===== src/rtl/spi_regport_pkg.sv =====
package spi_regport_pkg;

  typedef enum logic [2:0] {
    ST_IDLE,
    ST_ADDR,
    ST_PTR,
    ST_WDATA,
    ST_RDATA,
    ST_SKIP
  } linkState_t;

  typedef struct packed {
    logic loadPtr;
    logic writeReg;
    logic incPtr;
    logic loadTx;
    logic shiftTx;
    logic oeSet;
    logic oeClr;
  } ctlStrobe_t;

endpackage


===== src/rtl/spi_regport_ctrl.sv =====
module spi_regport_ctrl
  import spi_regport_pkg::*;
#(
  parameter int DATA_W     = 8,
  parameter int DEV_ADDR_W = 7,
  parameter logic [DEV_ADDR_W-1:0] DEV_ADDR = 7'b0010000
) (
  input  logic              clk,
  input  logic              rstN,
  input  logic              sclk,
  input  logic              csN,
  input  logic              mosi,
  output ctlStrobe_t        strobe,
  output logic [DATA_W-1:0] rxByte
);

  localparam int CNT_W = $clog2(DATA_W);
  localparam logic [CNT_W-1:0] LAST_BIT = CNT_W'(DATA_W - 1);

  logic [2:0] sclkSync;
  logic [2:0] csSync;
  logic [1:0] mosiSync;

  // chip select chain resets low so a select held low through reset gives no edge
  always_ff @(posedge clk or negedge rstN) begin
    if (!rstN) begin
      sclkSync <= '0;
      csSync   <= '0;
      mosiSync <= '0;
    end else begin
      sclkSync <= {sclkSync[1:0], sclk};
      csSync   <= {csSync[1:0], csN};
      mosiSync <= {mosiSync[0], mosi};
    end
  end

  logic sclkRise, sclkFall, csFall, csHigh;
  assign sclkRise = sclkSync[1] & ~sclkSync[2];
  assign sclkFall = ~sclkSync[1] & sclkSync[2];
  assign csFall   = ~csSync[1] & csSync[2];
  assign csHigh   = csSync[1];

  linkState_t        state;
  logic [CNT_W-1:0]  bitIdx;
  logic [DATA_W-1:0] shiftIn;
  logic              loadPend;
  logic              byteDone;
  logic [DATA_W-1:0] nextByte;

  assign nextByte = {shiftIn[DATA_W-2:0], mosiSync[1]};
  assign byteDone = sclkRise && (bitIdx == LAST_BIT);
  assign rxByte   = nextByte;

  always_ff @(posedge clk or negedge rstN) begin
    if (!rstN) begin
      state    <= ST_IDLE;
      bitIdx   <= '0;
      shiftIn  <= '0;
      loadPend <= 1'b0;
    end else if (csHigh) begin
      state    <= ST_IDLE;
      bitIdx   <= '0;
      loadPend <= 1'b0;
    end else if (state == ST_IDLE) begin
      if (csFall) begin
        state  <= ST_ADDR;
        bitIdx <= '0;
      end
    end else begin
      if (sclkRise) begin
        shiftIn <= nextByte;
        bitIdx  <= bitIdx + 1'b1;
      end
      if (byteDone) begin
        unique case (state)
          ST_ADDR: begin
            if (nextByte[DATA_W-1 -: DEV_ADDR_W] != DEV_ADDR) begin
              state <= ST_SKIP;
            end else if (nextByte[0]) begin
              state    <= ST_RDATA;
              loadPend <= 1'b1;
            end else begin
              state <= ST_PTR;
            end
          end
          ST_PTR:   state <= ST_WDATA;
          ST_RDATA: loadPend <= 1'b1;
          default:  ;
        endcase
      end else if (sclkFall && state == ST_RDATA && loadPend) begin
        loadPend <= 1'b0;
      end
    end
  end

  always_comb begin
    strobe          = '0;
    strobe.oeClr    = csHigh;
    if (!csHigh) begin
      strobe.loadPtr  = (state == ST_PTR) && byteDone;
      strobe.writeReg = (state == ST_WDATA) && byteDone;
      strobe.incPtr   = (state == ST_WDATA || state == ST_RDATA) && byteDone;
      strobe.loadTx   = (state == ST_RDATA) && sclkFall && loadPend;
      strobe.oeSet    = (state == ST_RDATA) && sclkFall && loadPend;
      strobe.shiftTx  = (state == ST_RDATA) && sclkFall && !loadPend;
    end
  end

endmodule


===== src/rtl/spi_regport_dp.sv =====
module spi_regport_dp
  import spi_regport_pkg::*;
#(
  parameter int DATA_W   = 8,
  parameter int NUM_REGS = 128
) (
  input  logic                       clk,
  input  logic                       rstN,
  input  ctlStrobe_t                 strobe,
  input  logic [DATA_W-1:0]          rxByte,
  output logic                       miso,
  output logic                       misoOe,
  output logic [NUM_REGS*DATA_W-1:0] regFlat
);

  localparam int PTR_W = $clog2(NUM_REGS);

  logic [DATA_W-1:0] regs [NUM_REGS];
  logic [PTR_W-1:0]  ptr;
  logic [DATA_W-1:0] txShift;
  logic              oe;

  always_ff @(posedge clk or negedge rstN) begin
    if (!rstN) begin
      for (int i = 0; i < NUM_REGS; i++) regs[i] <= '0;
    end else if (strobe.writeReg) begin
      regs[ptr] <= rxByte;
    end
  end

  always_ff @(posedge clk or negedge rstN) begin
    if (!rstN) begin
      ptr <= '0;
    end else if (strobe.loadPtr) begin
      ptr <= rxByte[PTR_W-1:0];
    end else if (strobe.incPtr) begin
      ptr <= ptr + 1'b1;
    end
  end

  always_ff @(posedge clk or negedge rstN) begin
    if (!rstN) begin
      txShift <= '0;
      oe      <= 1'b0;
    end else begin
      if (strobe.loadTx) begin
        txShift <= regs[ptr];
      end else if (strobe.shiftTx) begin
        txShift <= {txShift[DATA_W-2:0], 1'b0};
      end
      if (strobe.oeClr) begin
        oe <= 1'b0;
      end else if (strobe.oeSet) begin
        oe <= 1'b1;
      end
    end
  end

  assign miso   = txShift[DATA_W-1];
  assign misoOe = oe;

  for (genvar g = 0; g < NUM_REGS; g++) begin : gFlat
    assign regFlat[g*DATA_W +: DATA_W] = regs[g];
  end

endmodule


===== src/rtl/spi_regport.sv =====
module spi_regport
  import spi_regport_pkg::*;
#(
  parameter int DATA_W     = 8,
  parameter int NUM_REGS   = 128,
  parameter int DEV_ADDR_W = 7,
  parameter logic [DEV_ADDR_W-1:0] DEV_ADDR = 7'b0010000
) (
  input  logic                       clk,
  input  logic                       rstN,
  input  logic                       sclk,
  input  logic                       csN,
  input  logic                       mosi,
  output logic                       miso,
  output logic                       misoOe,
  output logic [NUM_REGS*DATA_W-1:0] regFlat
);

  ctlStrobe_t        strobe;
  logic [DATA_W-1:0] rxByte;

  spi_regport_ctrl #(
    .DATA_W    (DATA_W),
    .DEV_ADDR_W(DEV_ADDR_W),
    .DEV_ADDR  (DEV_ADDR)
  ) uCtrl (
    .clk   (clk),
    .rstN  (rstN),
    .sclk  (sclk),
    .csN   (csN),
    .mosi  (mosi),
    .strobe(strobe),
    .rxByte(rxByte)
  );

  spi_regport_dp #(
    .DATA_W  (DATA_W),
    .NUM_REGS(NUM_REGS)
  ) uDp (
    .clk    (clk),
    .rstN   (rstN),
    .strobe (strobe),
    .rxByte (rxByte),
    .miso   (miso),
    .misoOe (misoOe),
    .regFlat(regFlat)
  );

endmodule


===== config.mk =====
export PLATFORM = sky130hd
export DESIGN_NAME = spi_regport
export DESIGN_NICKNAME = d
export VERILOG_FILES = /design/src/rtl/spi_regport_pkg.sv /design/src/rtl/spi_regport_ctrl.sv /design/src/rtl/spi_regport_dp.sv /design/src/rtl/spi_regport.sv
export SDC_FILE = /design/constraint.sdc
export NUM_CORES = 2
export LEC_CHECK = 0
export BUFFER_PORTS_ARGS = -buffer_cell sky130_fd_sc_hd__buf_2
export CORE_AREA = 5 5 404 406
export DETAILED_ROUTE_END_ITERATION = 8
export DIE_AREA = 0 0 409 411
export GPL_TIMING_DRIVEN = 0
export HOLD_SLACK_MARGIN = 0.15
export RECOVER_POWER = 100
export REMOVE_ABC_BUFFERS = 1
export SLEW_MARGIN = 30
export SYNTH_ARGS = -nofsm -noshare
export SYNTH_HDL_FRONTEND = slang
export SYNTH_SLANG_ARGS = --single-unit

===== constraint.sdc =====
create_clock -name clk -period 2.54 [get_ports clk]
set_input_delay 0.254 -clock clk [delete_from_list [all_inputs] [get_ports clk]]
set_output_delay 0.254 -clock clk [all_outputs]
set_load 0.01 [all_outputs]

**After elaboration in Yosys (flattened, before gate mapping)**

Index checks and enable logic that the tools add are counted.
W data, S select, Z words.

- $add $sub $neg: 2
- Multipliers: 0
- Divide/modulo/power cells: 0
- Order comparisons: 2
- Equality and inequality tests: 11
- Shifts and indexed selects: 0
- Mux-type cells: 31
- Bitwise gates (word level): 8
- Reduce and logical (&&, ||, !) cells: 22

Operators with widths:

| kind | count |
|---|---|
| $bwmux W1024 | 1 |
| $bmux W8 S7 | 1 |
| $demux W8 S7 | 1 |
| $mux W8 | 5 |
| $mux W3 | 10 |
| $mux W7 | 2 |
| $reduce_bool A3 Y1 | 3 |
| $ge A8 B8 Y1 const B | 1 |
| $logic_and A1 B1 Y1 | 8 |
| $lt A8 B1 Y1 const B | 1 |
| $mux W1 | 8 |
| $ne A4 B3 Y1 const B | 2 |
| $not A7 Y8 | 1 |
| $add A7 B1 Y7 const B | 1 |
| $ne A7 B5 Y1 const B | 1 |
| $eq A3 B2 Y1 const B | 2 |
| $eq A3 B3 Y1 const B | 2 |
| $mux W6 | 1 |
| $pmux W3 S2 | 1 |
| $reduce_and A3 Y1 | 2 |
| $reduce_bool A2 Y1 | 3 |
| $reduce_and A5 Y1 | 1 |
| $ne A4 B2 Y1 const B | 1 |
| $not A1 Y1 | 4 |
| 11 further kinds | 13 |

- Register bits: 1062
- Bits in latches: 0
- Memory bits (writable): 0
- Memory bits (read-only): 0
- Bits of input ports: 5
- Output and inout bits: 1026
- Word-level logic and storage cells: 214
- Memories kept: 0

**Longest topological paths before layout**

- Depth after elaboration: 8
- Mapped depth: 11
- Depth with buffers taken out: 9

**Modules after synthesis**

A second synthesis with hierarchy kept.

- Cell total of the unflattened synthesis: 3612
- Area, all modules: 49090.8 µm²

By module, submodules not included:

| module | instances | cells each | area an instance (µm²) | seq. area each (µm²) |
|---|---|---|---|---|
| spi_regport_dp | 1 | 3526 | 48036.1 | 26025.0 |
| spi_regport_ctrl | 1 | 86 | 1054.8 | 550.5 |

**Least setup slack after synthesis**

OpenSTA, ideal clock, no wires.

- Path type: register to register
- Start: register uCtrl.bitIdx[0]
- End: register uDp.regs (netlist bit uDp.regFlat[976])
- Setup time: 0.125 ns
- Data arrival time: 2.276 ns
- Data required time: 2.415 ns
- Path slack: 0.139 ns
- Stages on the path, launching flop included: 11
- Path buffers: 2
- Period minus slack after synthesis: 2.401 ns
- Cells stage by stage: dfrtp_1 -> ha_1 -> ha_1 -> nand3b_2 -> nor2_4 -> and3_1 -> buf_2 -> nand3_2 -> buf_4 -> nor2_4 -> mux2_2

- Longest elaborated chain between the ends: 4

RTL lines:

| element | line | text |
|---|---|---|
| start, declared | spi_regport_ctrl.sv:44 | `logic [CNT_W-1:0] bitIdx;` |
| start signal, assigned | spi_regport_ctrl.sv:72 | `bitIdx <= bitIdx + 1'b1;` |
| $eq A3 B3 Y1 | spi_regport_ctrl.sv:51 | `assign byteDone = sclkRise && (bitIdx == LAST_BIT);` |
| $logic_and A1 B1 Y1 | spi_regport_ctrl.sv:51 |  |
| $logic_and A1 B1 Y1 | spi_regport_ctrl.sv:101 | `strobe.writeReg = (state == ST_WDATA) && byteDone;` |
| $mux W6 | spi_regport_ctrl.sv:99 | `if (!csHigh) begin` |
| end signal, assigned by index | spi_regport_dp.sv:27 | `regs[ptr] <= rxByte;` |
| end, declared | spi_regport_dp.sv:18 | `logic [DATA_W-1:0] regs [NUM_REGS];` |

No other way between the ends.
A chain may end at the register's enable or synchronous reset.

**Final worst setup path**

- Start: register uDp.ptr[1]
- End: register uDp.txShift[6]

- Longest elaborated chain between the ends: 5

RTL lines:

| element | line | text |
|---|---|---|
| start, declared | spi_regport_dp.sv:19 | `logic [PTR_W-1:0] ptr;` |
| start signal, assigned | spi_regport_dp.sv:35 | `ptr <= rxByte[PTR_W-1:0];` |
| start signal, assigned | spi_regport_dp.sv:37 | `ptr <= ptr + 1'b1;` |
| $not A7 Y8 (not written as such) | spi_regport_dp.sv:47 | `txShift <= regs[ptr];` |
| $bmux W8 S7 | spi_regport_dp.sv:47 |  |
| $mux W8 (not written as such) (2 in a row) | spi_regport_dp.sv:47 |  |
| $mux W8 | spi_regport_dp.sv:46 | `if (strobe.loadTx) begin` |
| end signal, assigned | spi_regport_dp.sv:47 |  |
| end signal, assigned | spi_regport_dp.sv:49 | `txShift <= {txShift[DATA_W-2:0], 1'b0};` |
| end, declared | spi_regport_dp.sv:20 | `logic [DATA_W-1:0] txShift;` |

No other way between the ends. The select of a mux whose other input is x is not followed.

==> summary.txt <==
Placed design
  – RD Place Congestion: 0.882
  – IO Port Bufs: 1030
  – Placed Instances: 6583
  – Hpwl dp: 183000 um

Route
  – Detailed Route Iter0 Violations: 4050
  – Drt pass-1 iters: 5
  – Post-Route WL: 262000 um
  – Vias: 40700
  – DR vias/cell: 5.72
  – Residual DRC: 0
  – Final ANT Viol Nets: 0
  – DR WL/cell: 36.8 um

Yosys
  – Mapped cell area: 49300 sq um
  – Post-Synthesis Mean Instance Area: 13.5 sq um
  – Synth Register Bits: 1062
  – Synth unique cells: 64
  – Ys async rst share: 100%
  – Ys Warns: 0
  – EDFF count, synth: 0
  – Sequential fraction of the synthesis area: 54.0%
  – Mapped Cells: 3644
  – Ys flop type: dfrtp_1

Finish
  – Nets: 4938
  – Filler cell count: 15100
  – Final core utilization: 42.9%
  – Synth-to-layout area growth: 38.9%
  – Share of cells above drive strength 1: 37.5%
  – Final Non-Filler Cells: 7123

Setup path
  – Crit Path Category: flip-flop to flip-flop
  – Cell family with the largest share of critical-path delay: compound AO/OA/AOI/OAI gates
  – Worst-path cell chain: buf_16, buf_16, mux2_4, a221oi_4, nor2_2, o21ai_4, o2111ai_4, a21oi_4, a31oi_1
  – CP max stage cell: dfrtp_4
  – Crit Path Max Fanout: 7
  – Critical Path Sink Type: flip-flop
  – Most frequent cell on the critical path: buf_16
  – Req. time, crit path: 3.12 ns
  – Buf/Inv on CP: 2
  – CP arrival: 3.54 ns
  – Critical Path Max Stage Delay: 0.57 ns
  – FF-to-FF setup slack: -0.42 ns
  – Worst Setup Start Kind: flip-flop

Pwr
  – Maximum VDD drop: 0.559 mV
  – Pwr Total: 38.4 mW
  – Power density cells: 562 nW/um^2
  – Leak: 30.5 nW

STA
  – Max Slew Vio Count: 0
  – Setup-failing EPs final: 502
  – Min Tclk post-route: 2.96 ns
  – Slew margin rel.: 2.96%
  – Setup ws final: -0.419 ns
  – Period Utilization, post-route: 116%
  – Setup TNS: -29.30 ns
  – Slew of the pin with the lowest slew margin: 1.46 ns
  – Min Hold Slack: 0.226 ns
  – Fin Clk Skew: 0.0502 ns
  – Final hold viol count: 0
  – Unrepaired setup endpoints after global routing: true
  – Max Freq: 338 MHz

Clock tree
  – # H-tree levels: 3
  – Clock-pin slew on the worst setup and hold paths: 0.06 ns
  – Root Buffer Master: clkbuf_16
  – Clock sinks: 1062
  – TritonCTS buffer count: 121
  – CTS tree: done
  – Clock buffer depth: 3
  – Clock insertion delay at the later pin of the skew report: 0.75 ns

Run
  – Max_cap viols: 0

Die
  – Ports: 1031
  – Die Span X: 409 um
  – Core ar.: 159000 sq um
  – Chip height: 411 um
  – Die area: 168000 sq um
  – Cell Rows: 147
  – Starting Density: 30.9%

Status
  – Outcome: complete, but fails checks
  – Failing checks: setup timing

Worst hold path
  – Worst hold path class: primary input to flip-flop

Global routing
  – Global-route wire length before repair: 349000 um
  – Vias in the first global route: 40400
  – Initial antenna violation count: 10
  – Remaining global-route overflow: 0
  – Largest net degree at the start of global routing: 120
  – Total GRT Usage: 29.5%
==> cell type report <==
class,instances,area (sq um),area share (%)
Inverter,9,98.8,0.144
Sequential cell,1062,26600,38.9
Clock buffer,174,3510,5.13
Clock inverter,52,736,1.08
Multi-Input combinational cell,2293,24300,35.5
Timing Repair Buffer,1443,10500,15.4
Tap cell,2086,2610,3.82
Antenna cell,4,10.0,0.0146
==> where the power goes <==
| part | internal (mW) | switching [mW] | total [mW] |
|---|---|---|---|
| Combinational | 0.564 | 1.78 | 2.35 |
| Clock | 11.0 | 7.73 | 18.7 |
| Sequential | 17.0 | 0.400 | 17.4 |
| Total | 28.5 | 9.91 | 38.4 |
==> what timing repair did <==
action / CTS / global route
hold endpoints to repair: 200 / 0
hold buffers: 12 / 0
cloned: 23 / 8
endpoints found under the setup margin: 1035 / 1176
buffers inserted: 226 / 45
pin swaps: 126 / 66
gates resized for setup: 404 / 295
==> path summary, 6_finish.rpt <==
check / start / end / depth (start not counted)
max in group asynchronous: rstN / uDp.regFlat[905] / 11
min in group asynchronous: rstN / uDp.regFlat[60] / 8
min: sclk / uCtrl.sclkSync[0] / 2
max: uDp.ptr[1] / uDp.txShift[6] / 9
min reg2reg: uCtrl.mosiSync[0] / uCtrl.mosiSync[1] / 0
max reg2reg: uDp.ptr[1] / uDp.txShift[6] / 9
==> Yosys cell counts (all sizes together) (12+ instances only) <==
master | count | area [sq um]
a211oi | 14 | 105
a221oi | 101 | 885
a221o | 16 | 160
o22a | 21 | 184
mux2i | 178 | 1780
nand2 | 157 | 692
clkbuf | 184 | 691
nand2b | 14 | 87.6
a22oi | 69 | 518
o22ai | 83 | 519
dfrtp | 1062 | 26600
nor2 | 185 | 1060
mux2 | 1100 | 12400
a22o | 12 | 105
o21ai | 89 | 445
nor3 | 16 | 125
a21oi | 88 | 440
buf | 96 | 509
mux4 | 47 | 1060
==> sequential cells by signal, indices dropped and copies added (netlist names) <==
signal          flops
uDp.misoOe          1
uDp.regFlat      1024
uCtrl.loadPend      1
uCtrl.mosiSync      2
uCtrl.state         3
uDp.ptr             7
uCtrl.sclkSync      3
uCtrl.shiftIn       7
uDp.txShift         8
uCtrl.bitIdx        3
uCtrl.csSync        3
==> placed cells by master (no fill, tap or decap), types with 9 or more instances in the layout <==
cell,synthesis,routed
clkbuf_1,184,1053
dfrtp_1,1062,1047
mux2_2,800,650
mux2_4,0,235
mux2_1,300,215
mux2i_1,178,169
buf_4,20,147
clkbuf_16,0,128
buf_12,0,119
nor2_1,120,99
nand2_1,116,84
nor2_4,41,78
a21oi_1,88,74
o22ai_1,83,74
a22oi_1,69,66
a221oi_1,101,63
buf_16,0,61
o21ai_0,89,52
mux4_2,47,47
nand2_8,0,35
buf_6,0,35
a221oi_2,0,29
clkbuf_8,0,29
nand2_2,41,26
clkinv_2,0,23
bufbuf_16,0,20
o22a_1,21,17
o21ai_1,0,15
a221o_1,16,15
o21ai_2,0,14
dfrtp_4,0,14
bufinv_16,0,13
nand2_4,0,12
a22o_1,12,11
a21oi_2,0,11
nor2b_4,0,10
buf_8,0,10
a211oi_1,14,9
a221oi_4,0,9
==> cells by family after synthesis <==
logic type	after synthesis	share of synthesized area, %
mux	1325	30.9
flops	1062	54.0
compound gates	550	7.80
simple gates	415	4.75
buf+inv	289	2.50
fa+ha+maj	3	0.0762
==> stage by stage <==
stage	worst slack, ns	area (sq um)
after floorplan	-8.66	48100
after global placement	-31.64	55800
after detailed placement	-1.86	58400
after CTS	-0.482	68100
after global routing	-0.519	68400
final	-0.419	68400
==> routing by layer <==
metal | GRT usage (%) | share of wire [%]
met4 | 14.3 | 6.0
met1 | 36.8 | 39
met3 | 7.48 | 8.4
met5 | 0 | 0.0050
met2 | 48.1 | 47
(Power assumes the default switching activity.)
